--- src/rtl/spill_sel_pkg.sv ---
package spill_sel_pkg;

  typedef enum logic [1:0] {
    SRC_OFF  = 2'd0,
    SRC_SOFT = 2'd1,
    SRC_TTL  = 2'd2,
    SRC_NET  = 2'd3
  } src_e;

  typedef enum logic [2:0] {
    MODE_OFF  = 3'd0,
    MODE_SOFT = 3'd1,
    MODE_TTL  = 3'd2,
    MODE_NET  = 3'd3,
    MODE_AUTO = 3'd4
  } mode_e;

  localparam int NUM_SRC = 2;
  localparam int IDX_TTL = 0;
  localparam int IDX_NET = 1;

endpackage

--- src/rtl/spill_edge_sync.sv ---
module spill_edge_sync #(
  parameter int SYNC_STAGES = 2
) (
  input  logic clk,
  input  logic rst,
  input  logic din,
  output logic rise_o
);

  logic [SYNC_STAGES-1:0] sync_q;
  logic                   prev_q;

  always_ff @(posedge clk) begin
    if (rst) begin
      sync_q <= '0;
      prev_q <= 1'b0;
    end else begin
      sync_q <= {sync_q[SYNC_STAGES-2:0], din};
      prev_q <= sync_q[SYNC_STAGES-1];
    end
  end

  assign rise_o = sync_q[SYNC_STAGES-1] & ~prev_q;

endmodule

--- src/rtl/spill_period_meter.sv ---
module spill_period_meter #(
  parameter int PW = 16
) (
  input  logic          clk,
  input  logic          rst,
  input  logic          soft_rst,
  input  logic          tick_i,
  input  logic          event_i,
  input  logic [PW-1:0] min_i,
  input  logic [PW-1:0] max_i,
  output logic [PW-1:0] period_o,
  output logic          ok_o
);

  localparam logic [PW-1:0] CNT_SAT = '1;

  logic [PW-1:0] cnt_q;
  logic [PW-1:0] period_q;
  logic          armed_q;
  logic          ok_q;
  logic [PW-1:0] elapsed;
  logic          in_window;
  logic          overrun;

  // ticks since last event, counting one in this cycle, saturating
  always_comb begin
    if (tick_i && (cnt_q != CNT_SAT)) elapsed = cnt_q + 1'b1;
    else                              elapsed = cnt_q;
    in_window = (elapsed >= min_i) && (elapsed <= max_i);
    overrun   = elapsed > max_i;
  end

  always_ff @(posedge clk) begin
    if (rst || soft_rst) begin
      cnt_q    <= '0;
      period_q <= '0;
      armed_q  <= 1'b0;
      ok_q     <= 1'b0;
    end else if (event_i) begin
      cnt_q   <= '0;
      armed_q <= 1'b1;
      if (armed_q) begin
        period_q <= elapsed;
        ok_q     <= in_window;
      end
    end else begin
      cnt_q <= elapsed;
      if (armed_q && overrun) ok_q <= 1'b0;
    end
  end

  assign period_o = period_q;
  assign ok_o     = ok_q;

endmodule

--- src/rtl/spill_src_arbiter.sv ---
module spill_src_arbiter
  import spill_sel_pkg::*;
(
  input  logic               clk,
  input  logic               rst,
  input  logic               idle_i,
  input  logic [2:0]         mode_i,
  input  logic [NUM_SRC-1:0] ok_i,
  output logic [1:0]         sel_o
);

  src_e sel_q;
  src_e sel_d;

  always_comb begin
    case (mode_i)
      MODE_SOFT: sel_d = SRC_SOFT;
      MODE_TTL:  sel_d = SRC_TTL;
      MODE_NET:  sel_d = SRC_NET;
      MODE_AUTO: begin
        if (ok_i[IDX_NET])      sel_d = SRC_NET;
        else if (ok_i[IDX_TTL]) sel_d = SRC_TTL;
        else                    sel_d = SRC_SOFT;
      end
      default:   sel_d = SRC_OFF;
    endcase
  end

  always_ff @(posedge clk) begin
    if (rst)         sel_q <= SRC_OFF;
    else if (idle_i) sel_q <= sel_d;
  end

  assign sel_o = sel_q;

endmodule

--- src/rtl/spill_src_sel.sv ---
module spill_src_sel
  import spill_sel_pkg::*;
#(
  parameter int PW          = 16,
  parameter int SYNC_STAGES = 2
) (
  input  logic          clk,
  input  logic          rst,
  input  logic          soft_rst,
  input  logic          ms_tick,
  input  logic          ttl_in,
  input  logic          net_strobe,
  input  logic          spill_idle,
  input  logic [2:0]    mode,
  input  logic [PW-1:0] min_period,
  input  logic [PW-1:0] max_period,
  output logic          ttl_ok,
  output logic          net_ok,
  output logic [PW-1:0] ttl_period,
  output logic [PW-1:0] net_period,
  output logic [1:0]    sel_src
);

  logic               ttl_rise;
  logic [NUM_SRC-1:0] evt;
  logic [NUM_SRC-1:0] ok_vec;
  logic [PW-1:0]      per_arr [NUM_SRC];

  spill_edge_sync #(.SYNC_STAGES(SYNC_STAGES)) u_ttl_sync (
    .clk    (clk),
    .rst    (rst),
    .din    (ttl_in),
    .rise_o (ttl_rise)
  );

  assign evt[IDX_TTL] = ttl_rise;
  assign evt[IDX_NET] = net_strobe;

  for (genvar s = 0; s < NUM_SRC; s++) begin : g_meter
    spill_period_meter #(.PW(PW)) u_meter (
      .clk      (clk),
      .rst      (rst),
      .soft_rst (soft_rst),
      .tick_i   (ms_tick),
      .event_i  (evt[s]),
      .min_i    (min_period),
      .max_i    (max_period),
      .period_o (per_arr[s]),
      .ok_o     (ok_vec[s])
    );
  end

  spill_src_arbiter u_arb (
    .clk    (clk),
    .rst    (rst),
    .idle_i (spill_idle),
    .mode_i (mode),
    .ok_i   (ok_vec),
    .sel_o  (sel_src)
  );

  assign ttl_ok     = ok_vec[IDX_TTL];
  assign net_ok     = ok_vec[IDX_NET];
  assign ttl_period = per_arr[IDX_TTL];
  assign net_period = per_arr[IDX_NET];

endmodule

--- config.mk ---
export PLATFORM = sky130hd
export DESIGN_NAME = spill_src_sel
export DESIGN_NICKNAME = d
export VERILOG_FILES = /design/src/rtl/spill_sel_pkg.sv /design/src/rtl/spill_edge_sync.sv /design/src/rtl/spill_period_meter.sv /design/src/rtl/spill_src_arbiter.sv /design/src/rtl/spill_src_sel.sv
export SDC_FILE = /design/constraint.sdc
export NUM_CORES = 1
export LEC_CHECK = 0
export CAP_MARGIN = 20
export CORE_MARGIN = 1
export CORE_UTILIZATION = 35
export DETAILED_ROUTE_END_ITERATION = 16
export GPL_TIMING_DRIVEN = 0
export PLACE_DENSITY = 0.54
export SYNTH_ARGS = -nofsm -noshare
export SYNTH_HDL_FRONTEND = slang
export SYNTH_SLANG_ARGS = --single-unit
--- constraint.sdc ---
create_clock -name clk -period 7.1 [get_ports clk]
set_clock_uncertainty 0.2 [all_clocks]
set_input_delay 1.42 -clock clk [delete_from_list [all_inputs] [get_ports clk]]
set_output_delay 1.42 -clock clk [all_outputs]
set_load 0.02 [all_outputs]
# Word level (Yosys, flattened, before mapping)
# Index checks and enable logic that the tools add are counted.
# word_totals
input_bits	42
elab_cells	55
regBits	73
# classes
n_reduce_logical	15
magnitude_cmp	6
addsub	2
bitwise	2
n_eq_ne	8
n_mux	11
# op_table
operator	n
adder 16 x 1 -> 16 bit, second input constant	2
greater-or-equal comparator 16 bit	2
> comparator 16 bit	2
less-or-equal comparator 16 bit	2
two-way mux 16 bit	2
!= test 16 bit, second input constant	2
case mux 2 bit (4 select lines)	1
AND reduction 2 bit	4
equality test 3 x 2 -> 1 bit, second input constant	2
logical AND 1 bit	6
two-way mux 1 bit	6
two-way mux 2 bit	2
nonzero test 2 bit	2
OR reduction 2 bit	2
equality test 3 x 1 -> 1 bit, second input constant	1
equality test 3 bit, second input constant	1
!= test 2 x 1 -> 1 bit, second input constant	1
!= test 2 bit, second input constant	1
bitwise AND 1 bit	1
logical OR 1 bit	1
NOT 1 bit	1

# Logic depth before layout (Yosys ltp)
# Gate-level depths: netlist of the first run.
# logic_depth
depth_word	7
depth_mapped	14

# By module
# From an unflattened synthesis of the first run, not the netlist that was laid out.
# unflattened
cells_unflattened	566
hier_area_um2	4657.0
# modules_own_cells
module	instances	seq_area_each_um2	area_per_inst_um2	cells_per_inst
spill_period_meter (g_meter[0].u_meter)	1	680.7	2237.1	272
spill_period_meter (g_meter[1].u_meter)	1	680.7	2222.1	274
spill_src_arbiter	1	40.0	110.1	13
spill_edge_sync	1	60.1	87.6	7

# Least setup slack after synthesis of the first run
# OpenSTA, ideal clock, no wires.
# synth_path
path_type	in2reg
from	input port ms_tick
to	register g_meter[0].u_meter.ok_q
path_stages	10
setup_slack_ps	3047
arrival_ps	3741
n_path_buf	0
setup_ps	112
required_ps	6788
cell_sequence	and3_1 nand3_1 nor4_4 xor2_1 ha_1 and3_1 a221o_1 a221oi_1 a31oi_1 a2111oi_1
# synth_between
elab_chain_len	6
# synth_rtl
element	line_no	rtl
start: declaration	spill_src_sel.sv:10	input logic ms_tick,
logical AND 1 bit *	spill_period_meter.sv:27	if (tick_i && (cnt_q != CNT_SAT)) elapsed = cnt_q + 1'b1;
two-way mux 16 bit *	spill_period_meter.sv:27	
net g_meter[0].u_meter.elapsed[11]	spill_period_meter.sv:21	logic [PW-1:0] elapsed;
greater-or-equal comparator 16 bit (tied with other cells)	spill_period_meter.sv:29	in_window = (elapsed >= min_i) && (elapsed <= max_i);
logical AND 1 bit, on equally long branches	spill_period_meter.sv:29, spill_period_meter.sv:48	
two-way mux 1 bit or nonzero test 2 bit (tied branches)	n/a	
two-way mux 1 bit or AND reduction 2 bit (tied branches)	n/a	
end signal: assignment	spill_period_meter.sv:44	ok_q <= in_window;
end: declaration	spill_period_meter.sv:20	logic ok_q;
# Mark *: on every way through the listed nets, which the timed path passes. The rest lies on a longest branch. The select of a mux whose other input is x is not followed.
# A chain may end at the register's enable or synchronous reset.

# Final worst setup path of the first run
# Ends and elaborated chain as after synthesis.

==> summary.md, run 1 <==
| Metric | Value |
|---|---|
| CP Launch Type | `input port` |
| Initial core utilization | `a little over a third` |
| Initial antenna violation count | `0` |
| Setup Crit Path Kind | `input port to flip-flop` |
| Global-route wire length before repair | `19.8 mm` |
| # placed instances | `773` |
| Fin util | `47.3%` |
| F_max | `0.199 GHz` |
| Core box area | `between 0.01 and 0.015 sq mm` |
| Ys async rst share | `0%` |
| Max transition margin | `a little under three fifths` |
| Clk slew on worst S/H paths | `about 0.05 ns` |
| Post-CTS resize count | `0` |
| Distinct cells, synth | `52` |
| Leading area contributor after synthesis | `dfxtp_1` |
| Detailed Routing Iterations Pass 1 | `4` |
| Final wirelength | `between 10 and 15 mm` |
| Setup bufs post-CTS | `0` |
| DP Area | `0.00543 sq mm` |
| Synth top area cells | `dfxtp_1 33%, ha_1 19%, a21oi_1 4.9%` |
| Crit path capture | `g_meter[0].u_meter.ok_o` |
| Synth top area share | `between 30% and 40%` |
| Hold buffer count at cts | `0` |
| Crit path launch | `ms_tick` |
| CTS max path bufs | `2` |
| WL/cell | `15.4 um` |
| Max-cap violation count | `0` |
| Vias per inst | `around 5.0` |
| Main synth FF type | `dfxtp_1` |
| Final period utilization | `70.6%` |
| Setup Viol. Count Final | `0` |
| Final antenna-violating net count | `0` |
| # DRC | `0` |
| CP endpoint kind | `flip-flop` |
| Max-slew violation count | `0` |
| Crit path DAT | `5.02 ns` |
| Number of global-route vias before repair | `3944` |
| Layout Cells excl Fill | `789` |
| H-tree levels | `3` |
| Unrepaired setup endpoints after global routing | `no` |
| Die area | `about 0.013 sq mm` |
| Max VDD drop | `between 0.0002 and 0.0003 V` |
| DR vias | `slightly below 4k` |
| Design Area, Final | `0.00578 sq mm` |
| Number of CTS-inserted buffers | `9` |
| Worst-path cell chain | `clkdlybuf4s50_1, and3_1, nand3_1, nor4_4, xor2_1, ha_1, and3_1, a221o_1, a221oi_1, a31oi_1, a2111oi_1` |
| Pleak | `between 2 and 3 nW` |
| Part of the Yosys area used for sequential elements | `roughly 33%` |
| Worst reg2reg path depth | `11` |
| Ant diodes | `0` |
| Power per cell area | `roughly 180 mW/mm^2` |
| Clk_lat worst skew | `0.35 ns` |
| Grt ovf | `0` |
| HP Start | `u_ttl_sync.sync_q[0]` |
| Yosys Warn Count | `0` |
| Slowest-stage cell, CP | `clkdlybuf4s50_1` |
| Post-synth EDFFs | `0` |
| Cells after Synth | `528` |
| Share of layout cells above drive strength 1 | `4.19%` |
| Num ports | `between 70 and 80` |
| Post-Syn Area | `around 0.0045 sq mm` |
| Post-synth net total | `about 640` |
| Path type of the worst min-delay path | `flip-flop to flip-flop` |
| Post-synth top cells | `73 x dfxtp_1, 66 x ha_1, 56 x inv_1` |
| Die Y | `between 100 and 150 um` |
| Power, Total | `0.00103 W` |
| Largest net degree at the start of global routing | `13` |
| Least-Margin Pin Slew | `around 0.66 ns` |
| IO Port Bufs | `77` |
| # clock sinks | `73` |
| Post-DP HPWL | `10.1 mm` |
| Synthesized area per cell | `8.43 sq um` |
| Max incr delay on CP | `0.65 ns` |
| GP Congestion | `0.832` |
| Critical path data required time | `7.11 ns` |
| Area Overhead vs Synth | `29.8%` |
| Setup TNS | `0 ns` |
| Hold path cells | `1` |
| Reg2reg end | `g_meter[0].u_meter.ok_o` |
| Flop-to-flop setup slack | `approximately 3.3 ns` |
| CTS tree | `yes` |
| Most Frequent Cell on Critical Path | `and3_1` |
| Chip width | `115 um` |
| Status | `completed` |
| Number of DRC markers in iteration 0 | `roughly 150` |
| Final min period | `around 5 ns` |
| Crit Reg-Reg Startpoint | `g_meter[0].u_meter.cnt_q[0]` |
| #FFs+latches synth | `73` |
| Post-layout net count | `between 700 and 800` |
| Fin. Hold Viols | `0` |
| Count leader, synth | `dfxtp_1` |
| Row count | `40` |
| Worst Path Max Fanout | `7` |
| CTS root buf | `clkbuf_16` |
| GRT Resource Usage Total | `about a fifth` |
## how the worst min path moves through the flow
stage               slack [ns]                    to
finish                    0.23  u_ttl_sync.sync_q[1]
global route              0.26  u_ttl_sync.sync_q[1]
CTS                       0.24  u_ttl_sync.sync_q[1]
detailed placement        0.22  u_ttl_sync.sync_q[1]
global placement          0.22  u_ttl_sync.sync_q[1]
floorplan                 0.21  u_ttl_sync.sync_q[1]
## kinds of logic (layout without fill, tap and decap cells)
family,count (synthesis),count (layout),share of synthesized area (%)
compound gates,125,125,17.5
xor+xnor,24,24,4.89
fa+ha+maj,66,66,18.6
buf+inv,71,164,6.07
flops,73,73,32.8
mux,2,2,0.450
simple gates,167,167,19.7
## routing by layer
layer  vias to the layer above  wire length [um]  GRT usage, %
met5                         -                 0             0
met4                         0               191          6.32
met3                        13               349          4.90
met2                        59              6110          35.2
met1                      1870              5480          24.3
li1                       2030                 -             -
## worst max-delay path: cells and delay by family
| family | cells | cell delay [ns] |
|---|---|---|
| AND/OR/NAND/NOR | 4 | 0.96 |
| adder cells (fa/ha/maj) | 1 | 0.32 |
| XOR/XNOR | 1 | 0.38 |
| AO/OA/AOI/OAI | 4 | 1.28 |
| buffers and inverters | 1 | 0.65 |
## state kept, by name (all words and copies together) (netlist names)
register,flops
g_meter.u_meter.armed_q,2
g_meter.u_meter.cnt_q,32
g_meter.u_meter.ok_o,2
g_meter.u_meter.period_o,32
u_arb.sel_o,2
u_ttl_sync.prev_q,1
u_ttl_sync.sync_q,2
## layout make-up
type	instances	area (sq um)
clock inverters	6	105
clock buffers	10	239
fillers	1236	6440
inverters	56	210
repair buffers	77	771
plain buffers	15	60.1
flip-flops and latches	73	1460
multi-input cells	384	2720
well taps	168	210
## per-stage QoR
stage / setup slack [ns] / hold slack [ns]
floorplan: 3.05 / 0.214
global placement: 1.69 / 0.223
detailed placement: 1.71 / 0.222
CTS: 2.08 / 0.236
global route: 1.80 / 0.258
finish: 2.09 / 0.234
## report_power, final
group	internal, W	switching [W]
clock network	0.000351	0.000175
logic	0.0000416	0.0000448
registers	0.000413	0.00000208
total	0.000806	0.000222
## cells in the final DEF, fill, tap and decap left out, drive strengths merged, types with 4 or more instances in the layout
cell	netlist	routed
and4	7	7
inv	56	56
clkdlybuf4s50	0	77
ha	66	66
and2	5	5
nand4	21	21
a21oi	44	44
clkbuf	13	23
a21o	15	15
nand2b	5	5
nor3	5	5
dfxtp	73	73
and3	8	8
nand2	28	28
a211oi	8	8
o21a	4	4
o21ai	32	32
nor2	52	52
nor2b	12	12
xor2	22	22
nand3	14	14
Power figures use the tool's default switching activity.
==> inputs of run 2 (changes only) <==
clock period = 4.7 ns   (was 7.1 ns; I/O delays follow)
==> summary.md, run 2 (same netlist as run 1, synthesis figures left out) <==
| Metric | Value |
|---|---|
| Hold buffer count at cts | `0 (unchanged)` |
| Layout Cells excl Fill | `789 (unchanged)` |
| Share of layout cells above drive strength 1 | `4.51% (+0.32 points)` |
| Setup bufs post-CTS | `0 (unchanged)` |
| Max transition margin | `54.5% (-1.2 points)` |
| Vias per inst | `5.02 (-0.23%)` |
| Pint | `0.00122 W (+51%)` |
| Clk slew on worst S/H paths | `0.05 ns (about the same)` |
| Initial antenna violation count | `0 (unchanged)` |
| Least-Margin Pin Slew | `0.682 ns (+0.0211 ns)` |
| Number of CTS-inserted buffers | `9 (unchanged)` |
| Num ports | `78 (unchanged)` |
| Setup Crit Path Kind | `input port to flip-flop` |
| CTS max path bufs | `2 (unchanged)` |
| CP endpoint kind | `flip-flop` |
| Ant diodes | `0 (unchanged)` |
| Max-cap violation count | `0 (unchanged)` |
| Register share of total power | `40.4% (about the same)` |
| Final antenna-violating net count | `0 (unchanged)` |
| CP Launch Type | `input port` |
| Final wirelength | `12.2 mm (+0.36%)` |
| Logic pwr share | `8.4% (about the same)` |
| Status | `completed` |
| Number of global-route vias before repair | `3944 (unchanged)` |
| Die area | `0.0132 sq mm (unchanged)` |
| Max VDD drop | `0.000399 V (+51%)` |
| Post-DP HPWL | `10.1 mm (unchanged)` |
| DR vias | `3963 (-0.23%)` |
| Path type of the worst min-delay path | `flip-flop to flip-flop` |
| # placed instances | `773 (unchanged)` |
| Post-layout net count | `724 (unchanged)` |
| Clk_lat worst skew | `0.35 ns (about the same)` |
| H-tree levels | `3 (unchanged)` |
| Core box area | `0.0122 sq mm (unchanged)` |
| Most common cell after layout, fill and taps aside | `clkdlybuf4s50_1` |
| Clk pwr share | `51.2% (about the same)` |
| GRT Resource Usage Total | `20.1% (unchanged)` |
| Critical path data required time | `4.71 ns (-2.40 ns)` |
| Pleak | `2.73 nW (about the same)` |
| Multi-input gate area | `0.00273 sq mm (+0.55%)` |
| CTS root buf | `clkbuf_16` |
| Final min period | `4.39 ns` |
| Die Y | `115 um (unchanged)` |
| Sw frac | `21.6% (about the same)` |
| Setup Viol. Count Final | `0 (unchanged)` |
| Most frequent cells in the layout | `77 x clkdlybuf4s50_1, 73 x dfxtp_1, 66 x ha_1, 56 x inv_1, 50 x nor2_1` |
| Max-slew violation count | `0 (unchanged)` |
| Fin util | `47.4% (+0.12 points)` |
| Switching pwr | `0.000335 W (+51%)` |
| Fin. Hold Viols | `0 (unchanged)` |
| Detailed Routing Iterations Pass 1 | `4 (unchanged)` |
| CTS tree | `yes` |
| Area Overhead vs Synth | `30.1%` |
| # DRC | `0 (unchanged)` |
| Row count | `40 (unchanged)` |
| Design Area, Final | `0.00579 sq mm (+0.26%)` |
| DP Area | `0.00543 sq mm (unchanged)` |
| IO Port Bufs | `77 (unchanged)` |
| F_max | `~0.23 GHz` |
| Power per cell area | `268 mW/mm^2 (+51%)` |
| Sequential Area | `0.00146 sq mm (unchanged)` |
| Number of DRC markers in iteration 0 | `139 (-6.7%)` |
| Worst Path Max Fanout | `7 (unchanged)` |
| WL/cell | `15.4 um (+0.36%)` |
| Grt ovf | `0 (unchanged)` |
| Largest net degree at the start of global routing | `13 (unchanged)` |
| # clock sinks | `73 (unchanged)` |
| Unrepaired setup endpoints after global routing | `no` |
| Final period utilization | `between 90 and 100%` |
| Initial core utilization | `36.4% (unchanged)` |
| GP Congestion | `0.832 (unchanged)` |
| Global-route wire length before repair | `19.8 mm (unchanged)` |
| Crit path DAT | `4.40 ns (-0.62 ns)` |
| Chip width | `115 um (unchanged)` |
| Post-CTS resize count | `0 (unchanged)` |
| Setup TNS | `0 ns (unchanged)` |
| # fillers | `1235 (-0.081%)` |
run 2: layer usage:
metal | global-route usage, % | part of all wire [%] | vias to the layer above
met5 | 0 | 0 | -
met4 | 6.32 | 1.6 | 0
met3 | 4.90 | 3.9 | 13
met2 | 35.2 | 50 | 61
met1 | 24.3 | 44 | 1860
li1 | - | - | 2029
run 2: area by class of cell:
cell class              instances  area share [%]
plain buffers                  15            1.04
clock buffers                  10            4.13
clock inverters                 6            1.82
inverters                      56            3.63
multi-input cells             384            47.2
flip-flops and latches         73            25.2
well taps                     168            3.63
repair buffers                 77            13.3
run 2: path summary, 6_finish.rpt:
kind,cells after the start,startpoint,to,slack (ns)
worst max-delay path,11,ms_tick,g_meter[0].u_meter.ok_o,0.31
worst min-delay path,1,u_ttl_sync.sync_q[0],u_ttl_sync.sync_q[1],0.23
worst max register to register,11,g_meter[0].u_meter.cnt_q[0],g_meter[0].u_meter.ok_o,0.88
worst min register to register,1,u_ttl_sync.sync_q[0],u_ttl_sync.sync_q[1],0.23
run 2: through the flow:
stage / setup WS [ns] / power (W) / hold slack, ns
6_report: 0.311 / 0.00155 / 0.234
5_1_grt: 0.0225 / 0.00160 / 0.258
4_1_cts: 0.165 / 0.00157 / 0.236
3_5_place_dp: -0.209 / 0.000773 / 0.222
3_3_place_gp: -0.226 / 0.000770 / 0.223
2_1_floorplan: 1.13 / 0.000703 / 0.214
run 2: power groups by stage:
stage          combinational (W)  sequential [W]  clock (W)
6_report                0.000131        0.000628   0.000794
5_1_grt                 0.000146        0.000628   0.000829
4_1_cts                 0.000132        0.000628   0.000808
3_5_place_dp            0.000132        0.000641          0
3_3_place_gp            0.000129        0.000641          0
2_1_floorplan          0.0000588        0.000644          0
run 2: worst max-delay path: stages:
cell and delay, ns:
clkdlybuf4s50_1 0.64, inv_1 0.11, or4_4 0.55, nor2_4 0.13, xor2_2 0.25, ha_1 0.29, and3_1 0.20, a221o_1 0.35
a221oi_1 0.40, a31oi_1 0.14, a2111oi_1 0.39
